$ cat config.mk
export PLATFORM = sky130hd
export DESIGN_NAME = cas_unit
export DESIGN_NICKNAME = d
export VERILOG_FILES = /design/src/rtl/cas_pkg.sv /design/src/rtl/cas_decode.sv /design/src/rtl/cas_cmp.sv /design/src/rtl/cas_ctrl.sv /design/src/rtl/cas_unit.sv
export SDC_FILE = /design/constraint.sdc
export NUM_CORES = 1
export LEC_CHECK = 0
export BUFFER_PORTS_ARGS = -buffer_cell sky130_fd_sc_hd__clkbuf_2
export CAP_MARGIN = 20
export CORE_MARGIN = 2
export CORE_UTILIZATION = 47
export CTS_CLUSTER_SIZE = 40
export DETAILED_ROUTE_END_ITERATION = 10
export PLACE_DENSITY_LB_ADDON = 0.1
export REMOVE_ABC_BUFFERS = 1
export SYNTH_ARGS = -nofsm -noshare
export SYNTH_HDL_FRONTEND = slang
export SYNTH_SLANG_ARGS = --single-unit
$ cat constraint.sdc
create_clock -name clk -period 4.45 [get_ports clk]
set_clock_uncertainty 0.15 [all_clocks]
set_input_delay 0.89 -clock clk [delete_from_list [all_inputs] [get_ports clk]]
set_output_delay 0.89 -clock clk [all_outputs]
set_load 0.05 [all_outputs]
$ cat src/rtl/cas_pkg.sv
package cas_pkg;

  localparam int unsigned DATA_W = 32;

  typedef enum logic [1:0] {
    SZ_NONE = 2'd0,
    SZ_BYTE = 2'd1,
    SZ_WORD = 2'd2,
    SZ_LONG = 2'd3
  } opsz_e;

  // alignment rule per operand size
  function automatic logic misaligned(input logic [1:0] lo, input opsz_e sz);
    case (sz)
      SZ_WORD: misaligned = lo[0];
      SZ_LONG: misaligned = |lo;
      default: misaligned = 1'b0;
    endcase
  endfunction

  // left shift that moves the operand sign bit to the word MSB
  function automatic logic [4:0] msb_shift(input opsz_e sz);
    case (sz)
      SZ_BYTE: msb_shift = 5'd24;
      SZ_WORD: msb_shift = 5'd16;
      default: msb_shift = 5'd0;
    endcase
  endfunction

endpackage

$ cat src/rtl/cas_decode.sv
module cas_decode
  import cas_pkg::*;
(
  input  logic [1:0] size_code_i,
  input  logic [1:0] addr_lo_i,
  output opsz_e      size_o,
  output logic       reject_o
);

  always_comb begin
    size_o   = opsz_e'(size_code_i);
    reject_o = (size_o == SZ_NONE) || misaligned(addr_lo_i, size_o);
  end

endmodule

$ cat src/rtl/cas_cmp.sv
module cas_cmp
  import cas_pkg::*;
(
  input  logic [DATA_W-1:0] load_i,
  input  logic [DATA_W-1:0] cmp_i,
  input  opsz_e             size_i,
  output logic [3:0]        nzvc_o,
  output logic              match_o,
  output logic [DATA_W-1:0] merged_o
);

  logic [4:0]        sh;
  logic [DATA_W-1:0] a_top;
  logic [DATA_W-1:0] b_top;
  logic [DATA_W:0]   diff;

  always_comb begin
    sh    = msb_shift(size_i);
    a_top = load_i << sh;
    b_top = cmp_i << sh;
    diff  = {1'b0, a_top} - {1'b0, b_top};
    match_o = (a_top == b_top);
    nzvc_o[3] = diff[DATA_W-1];
    nzvc_o[2] = (diff[DATA_W-1:0] == '0);
    nzvc_o[1] = (a_top[DATA_W-1] ^ b_top[DATA_W-1]) & (diff[DATA_W-1] ^ a_top[DATA_W-1]);
    nzvc_o[0] = diff[DATA_W];
    case (size_i)
      SZ_BYTE: merged_o = {cmp_i[DATA_W-1:8], load_i[7:0]};
      SZ_WORD: merged_o = {cmp_i[DATA_W-1:16], load_i[15:0]};
      default: merged_o = load_i;
    endcase
  end

endmodule

$ cat src/rtl/cas_ctrl.sv
module cas_ctrl (
  input  logic clk,
  input  logic rst_n,
  input  logic start_i,
  input  logic reject_i,
  input  logic ack_i,
  input  logic match_i,
  output logic accept_o,
  output logic rd_o,
  output logic wr_o,
  output logic fin_o,
  output logic flt_o
);

  typedef enum logic [2:0] {S_IDLE, S_RD, S_WR, S_FIN, S_FLT} st_e;
  st_e st_q, st_d;

  always_comb begin
    st_d = st_q;
    case (st_q)
      S_IDLE: if (start_i) st_d = reject_i ? S_FLT : S_RD;
      S_RD:   if (ack_i)   st_d = match_i ? S_WR : S_FIN;
      S_WR:   if (ack_i)   st_d = S_FIN;
      default: st_d = S_IDLE;
    endcase
  end

  always_ff @(posedge clk or negedge rst_n) begin
    if (!rst_n) st_q <= S_IDLE;
    else        st_q <= st_d;
  end

  assign accept_o = (st_q == S_IDLE) && start_i && !reject_i;
  assign rd_o     = (st_q == S_RD);
  assign wr_o     = (st_q == S_WR);
  assign fin_o    = (st_q == S_FIN);
  assign flt_o    = (st_q == S_FLT);

  AST_WR_AFTER_RD: assert property (@(posedge clk) disable iff (!rst_n)
    (st_q == S_WR) && !$past(st_q == S_WR) |-> $past(st_q == S_RD));

endmodule

$ cat src/rtl/cas_unit.sv
module cas_unit
  import cas_pkg::*;
#(
  parameter int unsigned AW = 32
) (
  input  logic              clk,
  input  logic              rst_n,
  input  logic              start_i,
  input  logic [15:0]       opcode_i,
  input  logic [15:0]       ext_i,
  input  logic [AW-1:0]     ea_i,
  output logic [2:0]        rf_cmp_idx_o,
  input  logic [31:0]       rf_cmp_data_i,
  output logic [2:0]        rf_upd_idx_o,
  input  logic [31:0]       rf_upd_data_i,
  output logic              bus_req_o,
  output logic              bus_we_o,
  output logic              bus_lock_o,
  output logic [1:0]        bus_size_o,
  output logic [AW-1:0]     bus_addr_o,
  output logic [31:0]       bus_wdata_o,
  input  logic [31:0]       bus_rdata_i,
  input  logic              bus_ack_i,
  output logic              done_o,
  output logic              fault_o,
  output logic [3:0]        flags_o,
  output logic [2:0]        res_idx_o,
  output logic [31:0]       res_value_o
);

  localparam int unsigned DW = DATA_W;

  logic unused_fields;
  assign unused_fields = ^{opcode_i[15:11], opcode_i[8:0], ext_i[15:9], ext_i[5:3]};

  opsz_e   dec_size;
  logic    dec_reject;
  logic    accept, rd, wr, fin, flt;
  logic [3:0]    cmp_nzvc;
  logic          cmp_match;
  logic [DW-1:0] cmp_merged;

  opsz_e         size_q;
  logic [AW-1:0] addr_q;
  logic [2:0]    cidx_q;
  logic [DW-1:0] cval_q, uval_q;
  logic [3:0]    flags_q;
  logic [DW-1:0] res_q;
  logic          rd_cap;

  assign rf_cmp_idx_o = ext_i[2:0];
  assign rf_upd_idx_o = ext_i[8:6];

  cas_decode u_dec (
    .size_code_i (opcode_i[10:9]),
    .addr_lo_i   (ea_i[1:0]),
    .size_o      (dec_size),
    .reject_o    (dec_reject)
  );

  cas_ctrl u_ctrl (
    .clk      (clk),
    .rst_n    (rst_n),
    .start_i  (start_i),
    .reject_i (dec_reject),
    .ack_i    (bus_ack_i),
    .match_i  (cmp_match),
    .accept_o (accept),
    .rd_o     (rd),
    .wr_o     (wr),
    .fin_o    (fin),
    .flt_o    (flt)
  );

  cas_cmp u_cmp (
    .load_i   (bus_rdata_i),
    .cmp_i    (cval_q),
    .size_i   (size_q),
    .nzvc_o   (cmp_nzvc),
    .match_o  (cmp_match),
    .merged_o (cmp_merged)
  );

  assign rd_cap = rd && bus_ack_i;

  // operand capture, enabled on accept
  always_ff @(posedge clk or negedge rst_n) begin
    if (!rst_n) begin
      size_q <= SZ_NONE;
      addr_q <= '0;
      cidx_q <= '0;
      cval_q <= '0;
      uval_q <= '0;
    end else if (accept) begin
      size_q <= dec_size;
      addr_q <= ea_i;
      cidx_q <= ext_i[2:0];
      cval_q <= rf_cmp_data_i;
      uval_q <= rf_upd_data_i;
    end
  end

  // result capture, enabled on read acknowledge
  always_ff @(posedge clk or negedge rst_n) begin
    if (!rst_n) begin
      flags_q <= '0;
      res_q   <= '0;
    end else if (rd_cap) begin
      flags_q <= cmp_nzvc;
      res_q   <= cmp_merged;
    end
  end

  always_comb begin
    case (size_q)
      SZ_BYTE: bus_wdata_o = {24'd0, uval_q[7:0]};
      SZ_WORD: bus_wdata_o = {16'd0, uval_q[15:0]};
      default: bus_wdata_o = uval_q;
    endcase
  end

  assign bus_req_o   = rd | wr;
  assign bus_we_o    = wr;
  assign bus_lock_o  = rd | wr;
  assign bus_size_o  = size_q;
  assign bus_addr_o  = addr_q;
  assign done_o      = fin;
  assign fault_o     = flt;
  assign flags_o     = flags_q;
  assign res_idx_o   = cidx_q;
  assign res_value_o = res_q;

  AST_LEGAL_SIZE: assert property (@(posedge clk) disable iff (!rst_n)
    bus_req_o |-> (bus_size_o != 2'd0));
  AST_ALIGNED: assert property (@(posedge clk) disable iff (!rst_n)
    bus_req_o |-> !misaligned(bus_addr_o[1:0], opsz_e'(bus_size_o)));
  AST_FAULT_QUIET: assert property (@(posedge clk) disable iff (!rst_n)
    fault_o |-> !bus_req_o && !$past(bus_req_o));
  AST_LOCKED_WRITE: assert property (@(posedge clk) disable iff (!rst_n)
    (bus_req_o && bus_we_o) |-> bus_lock_o && $past(bus_lock_o));
  AST_WRITE_ON_MATCH: assert property (@(posedge clk) disable iff (!rst_n)
    (bus_req_o && bus_we_o) |-> flags_q[2]);
  AST_DONE_AFTER_ACK: assert property (@(posedge clk) disable iff (!rst_n)
    done_o |-> $past(bus_req_o && bus_ack_i));
  AST_EXCLUSIVE: assert property (@(posedge clk) disable iff (!rst_n)
    $onehot0({done_o, fault_o, bus_req_o}));
  AST_ADDR_HELD: assert property (@(posedge clk) disable iff (!rst_n)
    (bus_req_o && $past(bus_req_o)) |-> $stable(bus_addr_o));

endmodule

==> run_results.csv <==
group,metric,value,unit
outcome,outcome,"finished, final reports clean",
worst_setup_path,startpoint_type,"flop",
logic_synthesis,synth_area_leader_cell,"dfrtp_1",
worst_setup_path,cpPeakStageDelay,410,ps
clocking,clock-root-buffer,"clkbuf_16",
grt,track_usage,26.8,%
clocking,cts_sinks,140,
floorplan,dieArea,0.0201,sq mm
grt,gr-usage-met3,7.73,%
placement,port_buffers,249,
clocking,cts-hold-fix-buffers,0,
logic_synthesis,synth_edf_count,0,
logic_synthesis,synthMuxAreaShare,19.2,%
logic_synthesis,syn_area,0.00893,sq mm
worst_setup_path,path_delay_family,"compound AO/OA/AOI/OAI gates",
timing,setup_viol,0,
logic_synthesis,synth_simple_gate_area_share,14.8,%
timing,finalHoldViolations,0,
grt,grt_max_degree,104,
clocking,clk_pin_slew,70,ps
drt,via_per_inst,5.59,
logic_synthesis,synth_top_family_by_area,"multiplexers",
finish,final-seq-area,0.00350,sq mm
grt,use_met1,35.2,%
worst_setup_path,crit_type,"reg2reg",
grt,gr-total-overflow,0,
finish,nFillCells,1706,
timing,drv_slew,0,
drt,first_pass_iters,7,
worst_setup_path,end_kind,"flop",
clocking,clock_latency,430,ps
logic_synthesis,async_flop_share,100,%
finish,final_common_cell,"clkbuf_2",
worst_setup_path,r2r_end,"flags_o[2]",
worst_setup_path,cp.required,4670,ps
timing,timing.slew.headroom,34.6,%
logic_synthesis,synth_area_leaders,"dfrtp_1 39%, mux2_2 16%, ha_1 4.9%",
finish,utilization,59.2,%
clocking,cts_setup_buffers,0,
worst_setup_path,crit_chain,"inv_1, ha_4, nor2b_2, buf_4, and2_1, ha_1, a21oi_1, o22ai_2, a2111oi_2, buf_4, a211oi_2, o211ai_1, mux2_4, a2111oi_4, o211ai_1, o21ai_2",
drt,drtIter0Drc,497,
timing,holdWs,326,ps
clocking,htreeDepth,4,
grt,gr-max-usage-layer,"met2",
flow_run,max-cap-violations,0,
worst_setup_path,r2r_slack,230,ps
clocking,cts_buffer_depth,2,
finish,final_cell_mix,"248 x clkbuf_2, 140 x dfrtp_1, 125 x mux2_2",
worst_setup_path,crit_slowest_cell,"dfrtp_1",
floorplan,fp.dieW,142,microns
finish,multi_input_area,0.00508,sq mm
grt,grt_pass1_wl,42000,microns
grt,use_met2,43.4,%
floorplan,core,0.0187,sq mm
logic_synthesis,synth_compound_area_share,15.7,%
finish,final_nets,1335,
logic_synthesis,syn_area_per_cell,9.82,sq um
placement,dpl.hpwl,20000,microns
finish,antenna_cells,0,
min_path,hold_path_end,"flags_o[0]",
logic_synthesis,ys_types,62,
floorplan,start_util,47.8,%
logic_synthesis,syn_inst,910,
timing,period_share,94.7,%
grt,grt_pass1_vias,7760,
grt,antenna_found_initial,0,
logic_synthesis,ys_seq_area_share,39.2,%
finish,post_layout_nonfiller_instances,1382,
drt,wl,26600,microns
finish,final_cell_area,0.0111,sq mm
min_path,hold_path_depth,1,
clocking,ctsResizeCount,0,
worst_setup_path,reg2reg_depth,16,
clocking,cts_tree,"yes",
drt,wire_per_inst,19.3,microns
finish,area_delta_synth_final,23.9,%
placement,placed_cell_area,0.0104,sq mm
floorplan,die_height,142,microns
drt,num_vias,7724,
timing,max_freq,0.237,GHz
finish,drive_above_1_share,39.8,%
placement,dp.cells,1349,
logic_synthesis,netlist.area_leader.share,39.2,%
logic_synthesis,synth_xor_area_share,1.67,%
worst_setup_path,path_buf_inv,3,
floorplan,rows,50,
drt,ant_nets,0,
logic_synthesis,yosysWarnings,0,
drt,drc,0,
clocking,numCtsBuffers,17,
worst_setup_path,r2r-start,"bus_size_o[0]",
placement,gp_congestion,0.964,
timing,period_minus_slack,4220,ps
floorplan,boundaryPins,280,
timing,grt_setup_unrepaired,"false",
worst_setup_path,worstPathArrival,4430,ps
timing,worstMarginPinSlew,979,ps
logic_synthesis,ys.flop_type,"dfrtp_1",
min_path,hold_start,"flags_o[0]",
logic_synthesis,ys_ff_latch,140,
logic_synthesis,synthAdderAreaFrac,5.13,%
min_path,min_path_type,"reg2reg",
worst_setup_path,worstPathMaxFanout,6,
==> metrics by stage <==
step | setup TNS [ps] | worst slack (ps)
floorplan | -772410 | -7610
global placement | 0 | 283
detailed placement | 0 | 267
CTS | 0 | 250
global route | 0 | 4.90
finish | 0 | 235
==> layer usage <==
metal	wire, microns	share of wire (%)
met3	1840	6.9
met4	481	1.8
met2	12600	47
met1	11700	44
met5	0	0
==> how the worst max path moves through the flow <==
stage | end | startpoint | cells after the start
final | flags_o[2] | bus_size_o[0] | 16
after global routing | flags_o[2] | bus_size_o[1] | 16
after detailed placement | flags_o[2] | bus_size_o[0] | 18
after global placement | flags_o[2] | bus_size_o[0] | 16
after floorplan | bus_addr_o[0] | opcode_i[9] | 4
after CTS | flags_o[2] | bus_size_o[0] | 18
==> kinds of logic after synthesis <==
| group | Yosys count |
|---|---|
| simple gates | 266 |
| compound gates | 212 |
| mux | 155 |
| flops | 140 |
| buf+inv | 84 |
| fa+ha+maj | 36 |
| xor+xnor | 17 |
==> cell usage after synthesis, drive strengths merged (9+ instances only) <==
cell type / number
nor2: 56
mux2i: 29
and2: 39
o21ai: 39
a21oi: 65
mux2: 126
nand4: 9
clkbuf: 55
a21o: 14
o21a: 9
nor2b: 17
ha: 35
dfrtp: 140
nand2: 86
xnor2: 9
a22oi: 31
nor3: 11
buf: 21
nand3: 10
==> sequential cells by signal, indices dropped and copies added (netlist names) <==
signal / cells
cval_q: 32
u_ctrl.st_q: 3
bus_addr_o: 32
uval_q: 32
flags_o: 4
res_idx_o: 3
res_value_o: 32
bus_size_o: 2
==> area by class of cell <==
cell class | instances | area share [%]
multi-input combinational | 686 | 45.9
sequential | 140 | 31.7
timing repair buffer | 282 | 14.2
clock buffer | 17 | 3.84
tap | 234 | 2.65
clock inverter | 15 | 1.49
inverter | 8 | 0.271
==> worst register-to-register path, cell delays in order, from the launching register on <==
cell and delay, ps:
dfrtp_1 410, inv_1 130, ha_4 240, nor2b_2 160
buf_4 150, and2_1 160, ha_1 380, a21oi_1 310
o22ai_2 160, a2111oi_2 340, buf_4 190, a211oi_2 90
o211ai_1 340, mux2_4 350, a2111oi_4 320, o211ai_1 150
o21ai_2 120
Power is not shown: default switching activity piles up to over one toggle a cycle in this logic, so the estimate is an artifact.
